--- src/rtl/gic_pkg.sv ---
package gic_pkg;
    localparam int unsigned NUM_SRC  = 3;
    localparam int unsigned SRC_SER  = 0;
    localparam int unsigned SRC_BUS  = 1;
    localparam int unsigned SRC_TB   = 2;
    localparam int unsigned BIT_GRP  = NUM_SRC;
    localparam int unsigned BIT_GLB  = NUM_SRC + 1;
    localparam int unsigned REG_W    = NUM_SRC + 2;
    localparam logic        SEL_FLAG = 1'b0;
    localparam logic        SEL_CTRL = 1'b1;

    typedef enum logic [1:0] {
        ST_IDLE = 2'd0,
        ST_REQ  = 2'd1,
        ST_SERV = 2'd2
    } seq_state_t;
endpackage

--- src/rtl/gic_src_flag.sv ---
module gic_src_flag #(
    parameter int unsigned N_COND = 1
) (
    input  logic              clk,
    input  logic              rst_n,
    input  logic [N_COND-1:0] cond,
    input  logic              sw_clr,
    output logic              flag,
    output logic              rise
);
    logic any_c;
    logic prev_q;

    assign any_c = |cond;
    assign rise  = any_c & ~prev_q;

    always_ff @(posedge clk) begin
        if (!rst_n) begin
            prev_q <= 1'b0;
            flag   <= 1'b0;
        end else begin
            prev_q <= any_c;
            // hardware set has priority over software clear
            if (rise)
                flag <= 1'b1;
            else if (sw_clr)
                flag <= 1'b0;
        end
    end
endmodule

--- src/rtl/gic_ctrl_regs.sv ---
module gic_ctrl_regs
    import gic_pkg::*;
(
    input  logic               clk,
    input  logic               rst_n,
    input  logic               wr,
    input  logic [REG_W-1:0]   wdata,
    input  logic [REG_W-1:0]   wmask,
    input  logic               hw_glb_clr,
    output logic [NUM_SRC-1:0] src_en,
    output logic               grp_en,
    output logic               glb_en
);
    always_ff @(posedge clk) begin
        if (!rst_n) begin
            src_en <= '0;
            grp_en <= 1'b0;
            glb_en <= 1'b0;
        end else begin
            if (wr) begin
                for (int i = 0; i < NUM_SRC; i++)
                    if (wmask[i]) src_en[i] <= wdata[i];
                if (wmask[BIT_GRP]) grp_en <= wdata[BIT_GRP];
                if (wmask[BIT_GLB]) glb_en <= wdata[BIT_GLB];
            end
            // service clear overrides a same-cycle software write
            if (hw_glb_clr) glb_en <= 1'b0;
        end
    end
endmodule

--- src/rtl/gic_grp_seq.sv ---
module gic_grp_seq
    import gic_pkg::*;
(
    input  logic               clk,
    input  logic               rst_n,
    input  logic [NUM_SRC-1:0] src_flag,
    input  logic [NUM_SRC-1:0] src_en,
    input  logic               grp_en,
    input  logic               glb_en,
    input  logic               stack_full,
    input  logic               irq_ack,
    input  logic               any_rise,
    input  logic               grp_sw_clr,
    output logic               grp_flag,
    output logic               irq_req,
    output logic               svc
);
    seq_state_t state_q, state_d;
    logic       gate;

    assign gate = (|(src_flag & src_en)) & grp_flag & grp_en & glb_en & ~stack_full;

    always_ff @(posedge clk) begin
        if (!rst_n) state_q <= ST_IDLE;
        else        state_q <= state_d;
    end

    always_comb begin
        state_d = state_q;
        unique case (state_q)
            ST_IDLE: if (gate)    state_d = ST_REQ;
            ST_REQ:  if (irq_ack) state_d = ST_SERV;
            ST_SERV: if (glb_en)  state_d = ST_IDLE;
            default:              state_d = ST_IDLE;
        endcase
    end

    always_comb begin
        irq_req = 1'b0;
        svc     = 1'b0;
        unique case (state_q)
            ST_IDLE: ;
            ST_REQ: begin
                irq_req = 1'b1;
                svc     = irq_ack;
            end
            ST_SERV: ;
            default: ;
        endcase
    end

    always_ff @(posedge clk) begin
        if (!rst_n)
            grp_flag <= 1'b0;
        else if (any_rise)
            grp_flag <= 1'b1;
        else if (svc || grp_sw_clr)
            grp_flag <= 1'b0;
    end
endmodule

--- src/rtl/irq_group_ctrl.sv ---
module irq_group_ctrl
    import gic_pkg::*;
#(
    parameter int unsigned SER_CONDS = 6,
    parameter int unsigned BUS_CONDS = 3,
    parameter int unsigned TB_CONDS  = 1
) (
    input  logic                 clk,
    input  logic                 rst_n,
    input  logic [SER_CONDS-1:0] ser_cond,
    input  logic [BUS_CONDS-1:0] bus_cond,
    input  logic [TB_CONDS-1:0]  tb_ovf,
    input  logic                 stack_full,
    input  logic                 irq_ack,
    output logic                 irq_req,
    input  logic                 reg_wr,
    input  logic                 reg_sel,
    input  logic [REG_W-1:0]     reg_wdata,
    input  logic [REG_W-1:0]     reg_wmask,
    output logic [REG_W-1:0]     flag_rd,
    output logic [REG_W-1:0]     ctrl_rd
);
    logic [NUM_SRC-1:0] src_flag;
    logic [NUM_SRC-1:0] src_rise;
    logic [NUM_SRC-1:0] src_clr;
    logic [NUM_SRC-1:0] src_en;
    logic [BIT_GRP:0]   clr_bits;
    logic               flag_wr, ctrl_wr;
    logic               grp_sw_clr;
    logic               any_rise;
    logic               grp_en, glb_en, grp_flag, svc;

    assign flag_wr  = reg_wr && (reg_sel == SEL_FLAG);
    assign ctrl_wr  = reg_wr && (reg_sel == SEL_CTRL);
    assign clr_bits = reg_wdata[BIT_GRP:0] & reg_wmask[BIT_GRP:0];

    for (genvar g = 0; g < NUM_SRC; g++) begin : g_clr
        assign src_clr[g] = flag_wr & clr_bits[g];
    end
    assign grp_sw_clr = flag_wr & clr_bits[BIT_GRP];
    assign any_rise   = |src_rise;

    gic_src_flag #(.N_COND(SER_CONDS)) u_ser (
        .clk(clk), .rst_n(rst_n), .cond(ser_cond), .sw_clr(src_clr[SRC_SER]),
        .flag(src_flag[SRC_SER]), .rise(src_rise[SRC_SER])
    );
    gic_src_flag #(.N_COND(BUS_CONDS)) u_bus (
        .clk(clk), .rst_n(rst_n), .cond(bus_cond), .sw_clr(src_clr[SRC_BUS]),
        .flag(src_flag[SRC_BUS]), .rise(src_rise[SRC_BUS])
    );
    gic_src_flag #(.N_COND(TB_CONDS)) u_tb (
        .clk(clk), .rst_n(rst_n), .cond(tb_ovf), .sw_clr(src_clr[SRC_TB]),
        .flag(src_flag[SRC_TB]), .rise(src_rise[SRC_TB])
    );

    gic_ctrl_regs u_ctrl (
        .clk(clk), .rst_n(rst_n), .wr(ctrl_wr), .wdata(reg_wdata), .wmask(reg_wmask),
        .hw_glb_clr(svc), .src_en(src_en), .grp_en(grp_en), .glb_en(glb_en)
    );

    gic_grp_seq u_seq (
        .clk(clk), .rst_n(rst_n), .src_flag(src_flag), .src_en(src_en),
        .grp_en(grp_en), .glb_en(glb_en), .stack_full(stack_full),
        .irq_ack(irq_ack), .any_rise(any_rise), .grp_sw_clr(grp_sw_clr),
        .grp_flag(grp_flag), .irq_req(irq_req), .svc(svc)
    );

    assign flag_rd = {1'b0, grp_flag, src_flag};
    assign ctrl_rd = {glb_en, grp_en, src_en};
endmodule

--- config.mk ---
export PLATFORM = sky130hd
export DESIGN_NAME = irq_group_ctrl
export DESIGN_NICKNAME = d
export VERILOG_FILES = /design/src/rtl/gic_pkg.sv /design/src/rtl/gic_src_flag.sv /design/src/rtl/gic_ctrl_regs.sv /design/src/rtl/gic_grp_seq.sv /design/src/rtl/irq_group_ctrl.sv
export SDC_FILE = /design/constraint.sdc
export NUM_CORES = 1
export LEC_CHECK = 0
export BUFFER_PORTS_ARGS = -buffer_cell sky130_fd_sc_hd__buf_2
export CAP_MARGIN = 20
export CELL_PAD_IN_SITES_DETAIL_PLACEMENT = 1
export CELL_PAD_IN_SITES_GLOBAL_PLACEMENT = 1
export CORE_AREA = 2 2 40 60
export CTS_BUF_LIST = sky130_fd_sc_hd__clkbuf_8
export DETAILED_ROUTE_END_ITERATION = 8
export DIE_AREA = 0 0 42 62
export GPL_ROUTABILITY_DRIVEN = 0
export PLACE_DENSITY = 0.92
export RECOVER_POWER = 50
export SLEW_MARGIN = 0
export SYNTH_ARGS = -nofsm -noshare
export SYNTH_HDL_FRONTEND = slang
export SYNTH_HIERARCHICAL = 1
export SYNTH_SLANG_ARGS = --single-unit
--- constraint.sdc ---
create_clock -name clk -period 3.13 [get_ports clk]
set_input_delay 0.1565 -clock clk [delete_from_list [all_inputs] [get_ports clk]]
set_output_delay 0.1565 -clock clk [all_outputs]
set_load 0.01 [all_outputs]
==> tab_implementation.tex <==
\begin{tabular}{lr}
\hline
Metric & Value \\
\hline
\multicolumn{2}{l}{\textbf{Outcome}} \\
Outcome & finished clean \\
\multicolumn{2}{l}{\textbf{STA}} \\
Tightest slew margin relative to the limit & 0.555 \\
Setup TNS after final layout & 0 ns \\
Worst hold slack & 0.143 ns \\
Final setup fails & 0 \\
Setup repair after global routing missed its margin & false \\
Transition at the pin with the smallest max-transition slack & 0.667 ns \\
Setup skew after layout & 0.00425 ns \\
Maximum frequency from static timing analysis & 778 MHz \\
Final-report hold violation count & 0 \\
Crit path time final & 1.28 ns \\
Share of the cycle needed by the critical path after routing & 0.411 \\
Number of max-slew violations in the final report & 0 \\
\multicolumn{2}{l}{\textbf{Synthesis}} \\
Post-synthesis sequential area ratio & 0.399 \\
Simple-gate share of the synthesized area & 0.342 \\
Netlist area before placement & 703 um\^{}2 \\
Multiplexer share of the synthesized area & 0 \\
Net count after synthesis & 95 \\
Dominant combinational cell family by area after synthesis & simple AND/OR/NAND/NOR gates \\
Synthesized-area fraction occupied by ao, oa, aoi and oai cells & 0.196 \\
Number of warnings printed during yosys synthesis & 6 \\
Post-synthesis average cell area & 10.2 um\^{}2 \\
Post-synthesis sequential element count & 14 \\
Xor/xnor cell area share of the yosys netlist & 0 \\
Adder and majority cell fraction of the synthesized area & 0 \\
Cell variety after synth & 29 \\
Count of mapped cells out of synthesis & 69 \\
\multicolumn{2}{l}{\textbf{Finish}} \\
Area added between synthesis and finish & 29.4\% \\
Share of cells above drive strength 1 & 0.417 \\
Antenna cell count & 0 \\
Highest-count cells in the layout ignoring fill and taps & buf\_2 (32), dfxtp\_1 (14), o21a\_1 (8) \\
Fin cells & 126 \\
Post-layout instance area & 910 um\^{}2 \\
Most frequent standard cell in the layout excluding fill and tap cells & buf\_2 \\
Nets & 130 \\
\multicolumn{2}{l}{\textbf{Power}} \\
Overall power & 426 uW \\
Cell-internal power & 327 uW \\
Clock network fraction of total power & 0.421 \\
Sequential Power Share & 0.454 \\
Static leakage power & 0.437 nW \\
Combinational power share & 0.126 \\
Switching Share & 0.233 \\
Maximum VDD drop & 0.187 mV \\
P per Cell Area & 469 nW/um\^{}2 \\
NetSw & 99.3 uW \\
\multicolumn{2}{l}{\textbf{Min path}} \\
Hold-critical path depth & 2 \\
Beginning of the worst hold path & tb\_ovf \\
Path category of the worst min-delay check & input pin to flip-flop \\
Endpoint, Worst Hold & u\_tb/prev\_q \\
\multicolumn{2}{l}{\textbf{Worst setup path}} \\
Type of element launching the critical path & input pin \\
Reg-to-reg startpoint & u\_ser/prev\_q \\
Worst-path cell with the longest stage delay & nor4\_1 \\
Critical path cell sequence & buf\_2 > nor4\_1 > a21oi\_1 > or3\_1 > o21a\_1 \\
Critical path class & input pin to flip-flop \\
Crit-path leading delay family & simple AND/OR/NAND/NOR gates \\
Depth of the worst register-to-register path & 3 \\
Endpoint of the lowest-slack register-to-register path & u\_seq/grp\_flag \\
Critical path fanouts, max & 2 \\
Count of buffering cells on the critical path with inverters included & 1 \\
WP data arrival & 1.42 ns \\
Peak per-stage delay on the critical path & 0.42 ns \\
Critical path endpoint category & flip-flop \\
Worst-case register-to-register setup slack & 2.07 ns \\
Required time of the critical path & 3.27 ns \\
\multicolumn{2}{l}{\textbf{GRT}} \\
GRT Total Usage & 0.159 \\
Number of global-route vias before repair & 672 \\
Remaining global-route overflow & 0 \\
Wire length of the first global-routing pass & 2.93 mm \\
Antenna violations before repair & 0 \\
Largest net degree at the start of global routing & 17 \\
\multicolumn{2}{l}{\textbf{Placed design}} \\
Quantity of I/O buffers inserted on ports & 35 \\
Placed cell count & 122 \\
Estimated wirelength of the detail-placed design & 1.54 mm \\
Cell Area, Placed & 866 um\^{}2 \\
\multicolumn{2}{l}{\textbf{Floorplanning}} \\
Starting density of the core & 0.330 \\
Floorplan core area & 2130 um\^{}2 \\
Die area & 2600 um\^{}2 \\
Die height & 62 um \\
Rows & 21 \\
Die extent in x & 42 um \\
Number of primary I/O pins & 37 \\
\multicolumn{2}{l}{\textbf{Clock tree}} \\
CTS Root Buffer Type & clkbuf\_8 \\
Clock Sinks & 14 \\
CTS tree & done \\
Hold-fix buffer count after cts & 0 \\
Clock slew at the register clock pins of the worst setup and hold paths & 0.06 ns \\
Post-CTS Repair Setup Buffers & 0 \\
H-tree depth & 1 \\
Max Buffers Root-to-Sink & 2 \\
Number of gates resized after cts & 0 \\
Worst-Skew Late Latency & 0.25 ns \\
Cts bufs inserted & 3 \\
\multicolumn{2}{l}{\textbf{Routing}} \\
Routed via count divided by cell count & 5.23 \\
First-pass detailed-route iteration total & 4 \\
Drt drc & 0 \\
Routed length per placed instance & 15.3 um \\
Total number of vias & 659 \\
Number of nets with antenna violations after routing & 0 \\
Final Routed Wirelength & 1.93 mm \\
Drt initial violations & 12 \\
\multicolumn{2}{l}{\textbf{Job}} \\
Max-capacitance violation count & 0 \\
\hline
\end{tabular}
-- worst max path at each step --
stage	from	endpoint	slack [ns]	cells after the start
5_1_grt	ser_cond[1]	u_seq/grp_flag	1.79	5
6_report	ser_cond[1]	u_seq/grp_flag	1.85	5
3_5_place_dp	ser_cond[1]	u_seq/grp_flag	1.72	5
4_1_cts	ser_cond[1]	u_seq/grp_flag	1.96	5
2_1_floorplan	ser_cond[1]	u_seq/grp_flag	1.98	4
3_3_place_gp	ser_cond[1]	u_seq/grp_flag	1.84	5
-- state kept, by name (all words and copies together), names as in the netlist --
register and count:
u_bus/flag 1, u_ctrl/src_en 3, u_seq/state_q 2, u_tb/flag 1
u_ctrl/glb_en 1, u_ser/flag 1, u_tb/prev_q 1, u_ctrl/grp_en 1
u_bus/prev_q 1, u_ser/prev_q 1, u_seq/grp_flag 1
-- per-layer routing --
layer	up-vias	routed length (um)	GRT usage
li1	319	-	-
met1	307	689	0.163
met4	0	48	0.111
met2	28	1080	0.299
met3	5	114	0.0260
met5	-	0	0
-- power by group through the flow --
stage               logic (mW)  clock network [mW]  registers (mW)
global route            0.0596               0.193           0.194
finish                  0.0536               0.179           0.193
floorplan               0.0261                   0           0.198
detailed placement      0.0554                   0           0.197
CTS                     0.0556               0.185           0.193
global placement        0.0526                   0           0.197
-- through the flow --
stage	setup WS, ns	util
2_1_floorplan	1.98	-
3_3_place_gp	1.84	0.407
3_5_place_dp	1.72	0.407
4_1_cts	1.96	0.433
5_1_grt	1.79	0.427
6_report	1.85	0.427
-- layout make-up --
cell class                      count  area [um^2]
Clock buffer                        4         55.1
Fill cell                         258         1220
Multi-Input combinational cell     50          374
Sequential cell                    14          280
Tap cell                           23         28.8
Timing Repair Buffer               35          171
-- kinds of logic (layout without fill, tap and decap cells) --
logic type             Yosys count  after routing
other                            1              1
buffers and inverters            5             39
AOI/OAI and AO/OA               19             19
and+or+nand+nor                 30             30
DFF                             14             14
-- synth_stat cells --
library cell	n	area, um^2
a21bo_2	1	10.0
a21boi_0	5	37.5
a21oi_1	2	10.0
a222oi_1	1	10.0
and2_1	1	6.26
and2_2	1	7.51
and2b_2	1	8.76
and3_1	4	25.0
and3b_2	1	10.0
and4b_1	4	40.0
and4bb_2	1	12.5
buf_4	4	30.0
buf_6	1	11.3
conb_1	1	3.75
dfxtp_1	14	280
nand2b_1	2	12.5
nand3_1	1	5.00
nand3b_1	2	15.0
nand4b_1	1	8.76
nor2_1	2	7.51
nor2b_1	3	18.8
nor2b_4	1	13.8
nor3_2	1	10.0
nor3b_1	1	7.51
nor3b_2	1	12.5
nor4_2	1	12.5
o21a_1	8	60.1
o21ai_1	2	10.0
or3_1	1	6.26
No activity file was read; power rests on OpenSTA's default activity.
